$ cat src/rtl/sfc_pkg.sv
package sfc_pkg;
  localparam int HALF_W = 16;

  typedef enum logic [1:0] {
    SEL_BASE  = 2'd0,
    SEL_FRAME = 2'd1,
    SEL_COUNT = 2'd2,
    SEL_CFG   = 2'd3
  } reg_sel_e;

  // bytes per sample: 1 << (stereo + wide)
  function automatic logic [2:0] sample_bytes(input logic [1:0] fmt);
    logic [1:0] sh;
    sh = 2'(fmt[0]) + 2'(fmt[1]);
    return 3'd1 << sh;
  endfunction
endpackage

$ cat src/rtl/sfc_frame_pos.sv
module sfc_frame_pos #(
  parameter int HW = 16
) (
  input  logic          clk,
  input  logic          rst_n,
  input  logic          wr_lo,
  input  logic          wr_hi,
  input  logic [HW-1:0] wr_lo_val,
  input  logic [HW-1:0] wr_hi_val,
  input  logic          step_fire,
  input  logic [2:0]    step_bytes,
  input  logic          stop_mode,
  output logic [HW-1:0] idx,
  output logic [HW-1:0] size,
  output logic [1:0]    leftover,
  output logic          done
);
  logic [2:0] sum;
  logic       carry;
  logic       at_last;

  assign sum     = 3'({1'b0, leftover}) + step_bytes;
  assign carry   = sum[2];
  assign at_last = (idx == size);

  always_ff @(posedge clk) begin
    if (!rst_n) begin
      idx      <= '0;
      size     <= '0;
      leftover <= '0;
      done     <= 1'b0;
    end else if (wr_lo || wr_hi) begin
      if (wr_lo) size <= wr_lo_val;
      if (wr_hi) idx  <= wr_hi_val;
      leftover <= '0;
      done     <= 1'b0;
    end else if (step_fire) begin
      leftover <= sum[1:0];
      if (carry) begin
        if (!at_last)       idx  <= idx + 1'b1;
        else if (stop_mode) done <= 1'b1;
        else                idx  <= '0;
      end
    end
  end

  // a step that produces no dword carry leaves the index where it was
  a_r6_no_carry_hold: assert property (@(posedge clk) disable iff (!rst_n)
    (step_fire && !wr_lo && !wr_hi && !carry) |=> $stable(idx));

  // loop mode wraps to dword zero after the last dword
  a_r8_wrap_to_zero: assert property (@(posedge clk) disable iff (!rst_n)
    (step_fire && !wr_lo && !wr_hi && carry && at_last && !stop_mode) |=> (idx == '0));

  // stop mode freezes the index and raises the stopped flag
  a_r9_stop_freeze: assert property (@(posedge clk) disable iff (!rst_n)
    (step_fire && !wr_lo && !wr_hi && carry && at_last && stop_mode) |=> (done && $stable(idx)));
endmodule

$ cat src/rtl/sfc_sample_count.sv
module sfc_sample_count #(
  parameter int HW = 16
) (
  input  logic          clk,
  input  logic          rst_n,
  input  logic          wr_lo,
  input  logic          wr_hi,
  input  logic [HW-1:0] wr_lo_val,
  input  logic [HW-1:0] wr_hi_val,
  input  logic          step_fire,
  output logic [HW-1:0] remain,
  output logic [HW-1:0] reload,
  output logic          eob
);
  logic expire;
  assign expire = (remain == '0);
  assign eob    = step_fire && expire;

  always_ff @(posedge clk) begin
    if (!rst_n) begin
      remain <= '0;
      reload <= '0;
    end else if (wr_lo || wr_hi) begin
      if (wr_lo) reload <= wr_lo_val;
      if (wr_hi) remain <= wr_hi_val;
    end else if (step_fire) begin
      remain <= expire ? reload : remain - 1'b1;
    end
  end

  // block end reloads the countdown from the reload half
  a_r7_reload_on_end: assert property (@(posedge clk) disable iff (!rst_n)
    (eob && !wr_lo && !wr_hi) |=> (remain == $past(reload)));

  // a write to the reload half alone keeps the running count
  a_r3_reload_write_keeps_count: assert property (@(posedge clk) disable iff (!rst_n)
    (wr_lo && !wr_hi) |=> $stable(remain));
endmodule

$ cat src/rtl/audio_dma_frame_counter.sv
module audio_dma_frame_counter #(
  parameter int HW = sfc_pkg::HALF_W
) (
  input  logic            clk,
  input  logic            rst_n,
  input  logic            reg_we,
  input  logic            reg_wide,
  input  logic [3:0]      reg_addr,
  input  logic [2*HW-1:0] reg_wdata,
  output logic [2*HW-1:0] reg_rdata,
  input  logic            step_valid,
  output logic            step_ready,
  output logic [2*HW-1:0] xfer_addr,
  output logic            xfer_eob
);
  import sfc_pkg::*;
  localparam int DW = 2 * HW;

  logic [DW-1:0] base_q;
  logic          run_q;
  logic [1:0]    fmt_q;
  logic          stop_q;

  reg_sel_e      sel;
  logic          lo_en, hi_en;
  logic [HW-1:0] lo_val, hi_val;
  logic          fr_lo, fr_hi, ct_lo, ct_hi;

  logic [HW-1:0] idx, size, remain, reload;
  logic [1:0]    leftover;
  logic          done;
  logic          step_fire;
  logic [2:0]    bytes;

  assign sel    = reg_sel_e'(reg_addr[3:2]);
  assign lo_en  = reg_we && (reg_wide || !reg_addr[1]);
  assign hi_en  = reg_we && (reg_wide ||  reg_addr[1]);
  assign lo_val = reg_wdata[HW-1:0];
  assign hi_val = reg_wide ? reg_wdata[DW-1:HW] : reg_wdata[HW-1:0];
  assign fr_lo  = lo_en && (sel == SEL_FRAME);
  assign fr_hi  = hi_en && (sel == SEL_FRAME);
  assign ct_lo  = lo_en && (sel == SEL_COUNT);
  assign ct_hi  = hi_en && (sel == SEL_COUNT);

  assign step_ready = run_q && !done && !reg_we;
  assign step_fire  = step_valid && step_ready;
  assign bytes      = sample_bytes(fmt_q);

  always_ff @(posedge clk) begin
    if (!rst_n) begin
      base_q <= '0;
      run_q  <= 1'b0;
      fmt_q  <= '0;
      stop_q <= 1'b0;
    end else begin
      if (lo_en && sel == SEL_BASE) base_q[HW-1:0]  <= lo_val;
      if (hi_en && sel == SEL_BASE) base_q[DW-1:HW] <= hi_val;
      if (lo_en && sel == SEL_CFG) begin
        run_q  <= lo_val[0];
        fmt_q  <= lo_val[2:1];
        stop_q <= lo_val[3];
      end
    end
  end

  sfc_frame_pos #(.HW(HW)) u_pos (
    .clk(clk), .rst_n(rst_n),
    .wr_lo(fr_lo), .wr_hi(fr_hi), .wr_lo_val(lo_val), .wr_hi_val(hi_val),
    .step_fire(step_fire), .step_bytes(bytes), .stop_mode(stop_q),
    .idx(idx), .size(size), .leftover(leftover), .done(done)
  );

  sfc_sample_count #(.HW(HW)) u_cnt (
    .clk(clk), .rst_n(rst_n),
    .wr_lo(ct_lo), .wr_hi(ct_hi), .wr_lo_val(lo_val), .wr_hi_val(hi_val),
    .step_fire(step_fire),
    .remain(remain), .reload(reload), .eob(xfer_eob)
  );

  assign xfer_addr = base_q + DW'({idx, 2'b00}) + DW'(leftover);

  logic [DW-1:0] word;
  always_comb begin
    unique case (sel)
      SEL_BASE:  word = base_q;
      SEL_FRAME: word = {idx, size};
      SEL_COUNT: word = {remain, reload};
      default:   word = DW'({stop_q, fmt_q, run_q});
    endcase
    if (reg_wide)         reg_rdata = word;
    else if (reg_addr[1]) reg_rdata = {{HW{1'b0}}, word[DW-1:HW]};
    else                  reg_rdata = {{HW{1'b0}}, word[HW-1:0]};
  end

  // an idle channel keeps position and counts
  a_r10_idle_hold: assert property (@(posedge clk) disable iff (!rst_n)
    (!run_q && !reg_we) |=> ($stable(idx) && $stable(leftover) && $stable(remain)));

  // a stopped channel never offers a step
  a_r9_stopped_not_ready: assert property (@(posedge clk) disable iff (!rst_n)
    done |-> !step_ready);

  // register writes and steps never share a cycle
  a_r11_write_blocks_step: assert property (@(posedge clk) disable iff (!rst_n)
    reg_we |-> !step_ready);

  // block-end flag only accompanies a taken step
  a_r7_eob_with_step: assert property (@(posedge clk) disable iff (!rst_n)
    xfer_eob |-> (step_valid && step_ready));
endmodule

$ cat config.mk
export PLATFORM = sky130hd
export DESIGN_NAME = audio_dma_frame_counter
export DESIGN_NICKNAME = d
export VERILOG_FILES = /design/src/rtl/sfc_pkg.sv /design/src/rtl/sfc_frame_pos.sv /design/src/rtl/sfc_sample_count.sv /design/src/rtl/audio_dma_frame_counter.sv
export SDC_FILE = /design/constraint.sdc
export NUM_CORES = 1
export LEC_CHECK = 0
export BUFFER_PORTS_ARGS = -buffer_cell sky130_fd_sc_hd__buf_2
export CORE_ASPECT_RATIO = 1.25
export CORE_MARGIN = 2
export CORE_UTILIZATION = 35
export DETAILED_ROUTE_END_ITERATION = 8
export HOLD_SLACK_MARGIN = 0.12
export PLACE_DENSITY_LB_ADDON = 0.12
export SYNTH_ARGS = -nofsm -noshare
export SYNTH_HDL_FRONTEND = slang
export SYNTH_SLANG_ARGS = --single-unit
$ cat constraint.sdc
create_clock -name clk -period 3.5 [get_ports clk]
set_input_delay 0.175 -clock clk [delete_from_list [all_inputs] [get_ports clk]]
set_output_delay 0.175 -clock clk [all_outputs]
set_load 0.005 [all_outputs]
# Word-level counts from Yosys, hierarchy flattened
# Index checks and enable logic that the tools add are counted.
# Widths: inputs -> output; s select.
# word_totals
regBits	103
input_bits	41
# classes
n_mux	14
shift	1
eq_ne	7
add_sub_neg	6
n_reduce_logical	31
bitwise	1
# ops
op	count
$mux 16	12
$pmux 32 s3	1
$add 32x18->32	1
$add 32x2->32	1
$mux 32	1
$add 16x1->16 const B	1
$eq 16x16->1	1
$logic_not 16->1	1
$sub 16x1->16 const B	1
$logic_and 1x1->1	13
$reduce_and 4->1	2
$reduce_and 2->1	3
$reduce_bool 2->1	3
$eq 2x2->1 const B	2
$logic_or 1x1->1	4
$ne 2x1->1 const B	2
$add 2x3->3	1
$logic_not 1->1	3
$ne 3x3->1 const B	1
$shl 1x2->3 const A	1
$add 1x1->2	1
$eq 2x1->1 const B	1
$logic_not 2->1	1
$reduce_or 2->1	1
$not 1->1	1

# Logic depth before layout (Yosys ltp)
# Gate-level depths: netlist (run 1).
# depth
ltp_word	7
depth_mapped	12
depth_no_buf	11

# Hierarchy
# Synthesis (run 1) repeated with hierarchy kept, for this count alone.
# hier_totals
cells_unflattened	956
hier_area_um2	7759.9
# modules_own_cells
mod	seq_area_each_um2	area_per_inst_um2	cells_per_inst	instances
audio_dma_frame_counter	720.7	3931.3	519	1
sfc_frame_pos	700.7	2001.9	224	1
sfc_sample_count	640.6	1826.8	213	1

# Worst setup path after synthesis (run 1)
# Ideal clock, no wire load.
# synth_path
path_kind	register -> register
startpoint	register fmt_q[0]
endpoint	register u_pos.idx[14]
synth_period_minus_slack_ps	2126
path_slack_ps	1374
path_stages_with_launch	11
arrival_ps	2010
setup_ps	116
t_required_ps	3384
cell_sequence	dfxtp_1 > inv_1 > ha_1 > inv_1 > fa_1 > xnor2_1 > and2_1 > nor2_1 > a31oi_2 > o21ai_0 > a31o_2
# synth_between
elab_chain_len	5
# synth_lines
item	line	rtl
start: declaration	audio_dma_frame_counter.sv:21	logic [1:0] fmt_q;
start signal: assignment	audio_dma_frame_counter.sv:60	fmt_q <= lo_val[2:1];
$add 1x1->2	sfc_pkg.sv:14	sh = 2'(fmt[0]) + 2'(fmt[1]);
$shl 1x2->3	sfc_pkg.sv:15	return 3'd1 << sh;
$add 2x3->3	sfc_frame_pos.sv:22	assign sum = 3'({1'b0, leftover}) + step_bytes;
$reduce_bool 2->1 (no source line)	-	
$reduce_and 4->1 (no source line)	-	
end signal: assignment	sfc_frame_pos.sv:34	if (wr_hi) idx <= wr_hi_val;
end signal: assignment	sfc_frame_pos.sv:40	if (!at_last) idx <= idx + 1'b1;
end: declaration	sfc_frame_pos.sv:13	output logic [HW-1:0] idx,
# Every way passes these cells.
# A chain may end at the register's enable or synchronous reset.

# Worst setup path in the final report (run 1)
# layout_path
startpoint	register base_q[0]
endpoint	output port xfer_addr[22]
# layout_between
elab_chain_len	2
# layout_lines
item	line	rtl
start: declaration	audio_dma_frame_counter.sv:19	logic [DW-1:0] base_q;
start signal: indexed assignment	audio_dma_frame_counter.sv:56	if (lo_en && sel == SEL_BASE) base_q[HW-1:0] <= lo_val;
start signal: indexed assignment	audio_dma_frame_counter.sv:57	if (hi_en && sel == SEL_BASE) base_q[DW-1:HW] <= hi_val;
$add 32x18->32	audio_dma_frame_counter.sv:80	assign xfer_addr = base_q + DW'({idx, 2'b00}) + DW'(leftover);
$add 32x2->32	audio_dma_frame_counter.sv:80	
end: declaration	audio_dma_frame_counter.sv:13	output logic [2*HW-1:0] xfer_addr,
# Every way passes these cells.

==> results.ini, run 1 <==
[detailed_routing]
drc = 0
viasPerCell = 5.66
wl_per_cell_um = 21.9
drt-total-wl_mm = 28.7
first_iter_violations = 599
drtAntennaViolNets = 0
drtPass1Iterations = 5
vias = 7388

[final_layout]
final-seq-area_um2 = 2060
final_cells = 1306
n_fill_cell = 2224
fin_nets = 1098
antennaDiodeCount = 0
drive_gt1_share_pct = 16.7
syn2layout_area_growth_pct = 16.1
multi_input_area_um2 = 4780

[critical_path]
r2r_end = u_pos.idx[14]
r2r_slack_ps = 1040
worstPathCellList = ha_1 > fa_1 > a21oi_1 > o21ai_0 > a2bb2oi_1 > nand3_1 > nand4_1 > xnor2_1 > buf_2
cp.arrival_ps = 2830
r2r_cells = 7
max_stage_delay_ps = 410
crit_slowest_cell = fa_1
worstPathRequired_ps = 3320
critPathKind = flop to primary output
start_kind = flop
path_buf_inv = 1
cp_max_fo = 7
path_delay_family = compound AO/OA/AOI/OAI gates
r2r_start = u_pos.idx[5]
endpoint_kind = primary output

[die]
fp.dieArea_um2 = 21700
initial_core_util_pct = 35.7
die_w_um = 132
coreArea_um2 = 20200
ios = 107
rows = 58
die_h_um = 164

[placed_design]
dp.cells = 1277
port_buffers = 105
gp_congestion = 0.938
hpwl_mm = 21.7
pre_cts_ws_ps = 849

[sta]
period_needed_ps = 3000
fin_ws_ps = 498
setup_violations = 0
relSlewSlack_pct = 20.4
rsz0062_at_grt = false
tns_ps = 0
fin_worst_skew_ps = 10.9
max_freq_ghz = 0.333
finalCritPeriodShare_pct = 85.8
hold_viol = 0
tightest_slew_ps = 1190
finalMaxSlewViolations = 0

[clock_tree]
cts_sinks = 103
h-tree-depth = 3
insertion_delay_ps = 370
cts-resized-gates = 0
clockBufferDepth = 2
cts_tree = done
cts_buffers = 9
clkSlewWorstSetupHoldPaths_ps = 70
ctsHoldBuffers = 13
post-cts-setup-buffers = 0
cts_root_buf = clkbuf_16

[yosys]
synth_top_area_share_pct = 28.6
synth_compound_area_share_pct = 23.2
synth-xor-area-share_pct = 6.69
synthArstFlopShare_pct = 0
synth_simple_gate_area_share_pct = 22.9
synth_seq_area_share_pct = 28.6
ys_types = 67
synth_seq_cells = 103
synth_top_family_by_area = compound AO/OA/AOI/OAI gates
synth-warning-count = 0
synth_area_leader_cell = dfxtp_1
syn_avg_cell_area_um2 = 7.57
syn-num-nets = 1018
synthesis.area_um2 = 7200
synth_mux_area_share_pct = 8.69
synth_ff_type = dfxtp_1
synthCells = 951
yosys-top-cells-area = dfxtp_1, nand2_1, a21oi_1, mux2i_1, nor2_1
synth_edf_count = 0
synth-adder-area-share_pct = 4.73

[worst_hold_path]
min_path_type = input pin to flop
whs_path_depth = 3
hp-start = reg_wdata[1]
min_to = base_q[1]

[global_route]
grt-ovfl-total = 0
grt_pass1_vias = 6808
antenna_found_initial = 0
grt_max_degree = 84
track_usage_pct = 26.1
grt_pass1_wl_mm = 42.7

[power_and_ir_drop]
swShare_pct = 32.9
clockPowerShare_pct = 35.9
p_per_area_nw_per_um2 = 361
power.leakage_nw = 3.46
switchingPower_uw = 993
combPwrFrac_pct = 21.9
ir_drop_mv = 0.220
internal-power_mw = 2.02
power_frac_seq_pct = 42.2

[outcome]
status = finished, final reports clean

[job]
maxCapViolCount = 0

[cell usage after synthesis, types with 3 or more instances]
cell type / number
a211oi_1: 19
a21o_1: 6
a21oi_1: 117
a31oi_1: 10
and2_1: 18
and3_1: 8
and4_1: 4
buf_2: 17
buf_6: 3
clkbuf_1: 47
dfxtp_1: 103
ha_1: 24
inv_1: 16
mux2_2: 8
mux2i_1: 49
nand2_1: 165
nand2b_1: 5
nand3_1: 21
nand3b_1: 3
nand4_1: 6
nor2_1: 84
nor2b_1: 3
nor3_1: 10
nor3b_1: 4
nor4_1: 8
o2111ai_1: 4
o211ai_1: 12
o21a_1: 3
o21ai_0: 44
o21bai_1: 3
o221a_2: 5
o31ai_1: 4
o32a_1: 8
o32ai_1: 12
or3_1: 3
xnor2_1: 28
xor2_1: 27
[worst max-delay path by stage]
stage          cells past startpoint  slack [ps]       from       endpoint
2_1_floorplan                     10        1370   fmt_q[0]  u_pos.idx[14]
6_report                           9         500  base_q[0]  xfer_addr[22]
3_3_place_gp                       9         860  base_q[0]  xfer_addr[24]
5_1_grt                            9         280  base_q[0]  xfer_addr[28]
3_5_place_dp                       9         850  base_q[0]  xfer_addr[22]
4_1_cts                            9         440  base_q[0]  xfer_addr[28]
[metal layers]
metal	vias up	wire length, um	global-route usage (%)
met5	-	0	0
met4	0	1450	13.4
met3	60	1750	5.22
met2	257	13300	42.4
met1	3519	12100	32.9
li1	3552	-	-
[flip-flops by register name (all words and copies together) (netlist names)]
signal and flops:
base_q 32, fmt_q 2, run_q 1, stop_q 1
u_cnt.reload 16, u_cnt.remain 16, u_pos.done 1, u_pos.idx 16
u_pos.leftover 2, u_pos.size 16
[tightest hold or removal path, cell delays in order]
cell     delay (ps)
buf_2           150
nand2_1          70
a21oi_1          50
[through the flow]
stage | hold slack, ps | total power [mW] | area [um^2] | utilization, %
after detailed placement | 461 | 1.94 | 7920 | 39.3
after floorplan | 311 | 1.72 | 7200 | -
after global placement | 456 | 1.94 | 7920 | 39.3
after CTS | 126 | 3.02 | 8360 | 41.4
after global routing | 138 | 3.13 | 8360 | 41.4
final | 129 | 3.02 | 8360 | 41.4
[power groups by stage]
stage	Clock, mW	Sequential, mW	Combinational (mW)
floorplan	0	1.27	0.450
global placement	0	1.30	0.640
detailed placement	0	1.30	0.640
CTS	1.09	1.27	0.653
global route	1.14	1.28	0.717
finish	1.08	1.27	0.660
[area by class of cell]
type / instances / area share (%)
multi-input cells: 762 / 57.2
clock buffers: 9 / 2.69
well taps: 270 / 4.04
flip-flops and latches: 103 / 24.7
repair buffers: 139 / 9.73
clock inverters: 7 / 0.958
inverters: 16 / 0.733
[logic make-up after synthesis]
family / count (synthesis)
buffers and inverters: 86
adders and majority gates: 26
AOI/OAI and AO/OA: 267
xor gates and xnor gates: 55
DFF: 103
and+or+nand+nor: 355
muxes: 59
[placed cells by master (no fill, tap or decap), types with 9 or more instances in the layout]
cell           count
nand2_1          165
a21oi_1          117
buf_2            105
dfxtp_1          103
nor2_1            84
mux2i_1           49
o21ai_0           43
xnor2_1           28
xor2_1            27
ha_1              24
nand3_1           21
buf_4             21
a211oi_1          19
and2_1            18
inv_1             15
dlygate4sd3_1     13
o211ai_1          12
o32ai_1           12
nor3_1            10
a31oi_1           10
clkbuf_16          9
Power figures use the tool's default switching activity.
==> run 2: changes to the inputs <==
--- a/config.mk
+++ b/config.mk
@@ -5,13 +5,13 @@
 export SDC_FILE = /design/constraint.sdc
 export NUM_CORES = 1
 export LEC_CHECK = 0
-export BUFFER_PORTS_ARGS = -buffer_cell sky130_fd_sc_hd__buf_2
 export CORE_ASPECT_RATIO = 1.25
 export CORE_MARGIN = 2
 export CORE_UTILIZATION = 35
 export DETAILED_ROUTE_END_ITERATION = 8
+export DONT_BUFFER_PORTS = 1
 export HOLD_SLACK_MARGIN = 0.12
-export PLACE_DENSITY_LB_ADDON = 0.12
+export PLACE_DENSITY_LB_ADDON = 0.08
 export SYNTH_ARGS = -nofsm -noshare
 export SYNTH_HDL_FRONTEND = slang
 export SYNTH_SLANG_ARGS = --single-unit
==> results.ini, run 2 (same netlist as run 1, synthesis figures left out) <==
[power_and_ir_drop]
power_mw = 2.89
ir_drop_mv = 0.212
p_per_area_nw_per_um2 = 368
power.leakage_nw = 2.94

[detailed_routing]
first_iter_violations = 559
wl_per_cell_um = 24.5
viasPerCell = 5.85
vias = 7032
drtPass1Iterations = 5
drc = 0
drt-total-wl_mm = 29.4
drtAntennaViolNets = 0

[final_layout]
mostFrequentLayoutCells = nand2_1, a21oi_1, dfxtp_1
final_cells = 1202
fin_nets = 993
drive_gt1_share_pct = 6.98
largest_register_ffs = 32
regMostFlops = base_q
syn2layout_area_growth_pct = 8.90
mostFrequentLayoutCell = nand2_1
design_area_um2 = 7840
postLayoutCoreUtil_pct = 38.9

[critical_path]
critPathKind = flop to primary output
cp.arrival_ps = 2740
start_kind = flop
cp_max_fo = 7
endpoint_kind = primary output
r2r_slack_ps = 880
worstPathRequired_ps = 3320

[die]
fp.dieArea_um2 = 21700
die_h_um = 164
rows = 58
coreArea_um2 = 20200
initial_core_util_pct = 35.7
ios = 107
die_w_um = 132

[sta]
finalMaxSlewViolations = 0
tns_ps = 0
period_needed_ps = 2920
finalCritPeriodShare_pct = 83.4
setup_violations = 0
hold_viol = 0
max_freq_ghz = 0.343
relSlewSlack_pct = 29.1
rsz0062_at_grt = false
fin_worst_skew_ps = 8.09
tightest_slew_ps = 1050

[clock_tree]
cts_sinks = 103
cts_tree = done
cts-resized-gates = 0
insertion_delay_ps = 360
clockBufferDepth = 2
cts_buffers = 9
cts_root_buf = clkbuf_16
clkSlewWorstSetupHoldPaths_ps = 80
h-tree-depth = 3
post-cts-setup-buffers = 0

[placed_design]
dp.cells = 1168
hpwl_mm = 21.9
port_buffers = 0
placed_area_um2 = 7370
gp_congestion = 0.912

[global_route]
antenna_found_initial = 1
track_usage_pct = 26.8
grt_pass1_wl_mm = 43.2
grt-ovfl-total = 0
grt_max_degree = 50
grt_pass1_vias = 6546

[worst_hold_path]
min_path_type = input pin to flop

[outcome]
status = finished, final reports clean

[job]
maxCapViolCount = 0

-- run 2: changes by cell type in the layout (fill, tap and decap cells not counted), moves of 2 or more --
cell and delta:
buf_2 -105, buf_4 -4, clkinv_2 -2, dlygate4sd3_1 +3
inv_6 +2
-- run 2: repair_timing --
| item | in CTS | in global routing |
|---|---|---|
| setup endpoints to repair | 0 | 0 |
| hold buffers | 17 | 0 |
| endpoints found under the hold margin | 85 | 0 |
-- run 2: area by class of cell --
type	instances	area (um^2)
timing repair buffer	34	308
clock buffer	10	239
clock inverter	6	50.0
antenna	1	2.50
multi-input combinational	762	4780
tap	270	338
sequential	103	2060
fill	2231	12300
inverter	16	60.1
-- run 2: worst max-delay path, cell delays in order, from the launching register on --
cell	delay, ps
dfxtp_1	360
ha_1	250
fa_1	420
a21oi_1	210
o21ai_0	210
a2bb2oi_1	280
nand3_1	280
nand4_1	210
xnor2_1	160
-- run 2: metrics by stage --
step | worst slack [ps] | hold WS [ps]
final | 581 | 140
after global routing | 381 | 143
after CTS | 595 | 120
after detailed placement | 999 | 318
after global placement | 985 | 312
after floorplan | 1370 | 311
-- run 2: power breakdown --
part	internal (mW)	total, mW	switching [mW]
logic	0.218	0.592	0.374
clock network	0.512	1.02	0.506
registers	1.21	1.28	0.0682
-- run 2: per-layer routing --
| layer | wire length (um) | global-route usage (%) |
|---|---|---|
| met1 | 12400 | 33.9 |
| met2 | 13700 | 44.6 |
| met3 | 2010 | 5.03 |
| met4 | 1250 | 11.7 |
| met5 | 0 | 0 |
-- run 2: path summary, 6_finish.rpt --
check	startpoint	end	depth (start not counted)
max	base_q[0]	xfer_addr[22]	8
min	rst_n	u_cnt.remain[9]	3
min reg2reg	u_cnt.reload[14]	u_cnt.reload[14]	2
max reg2reg	u_pos.idx[15]	u_pos.idx[6]	6
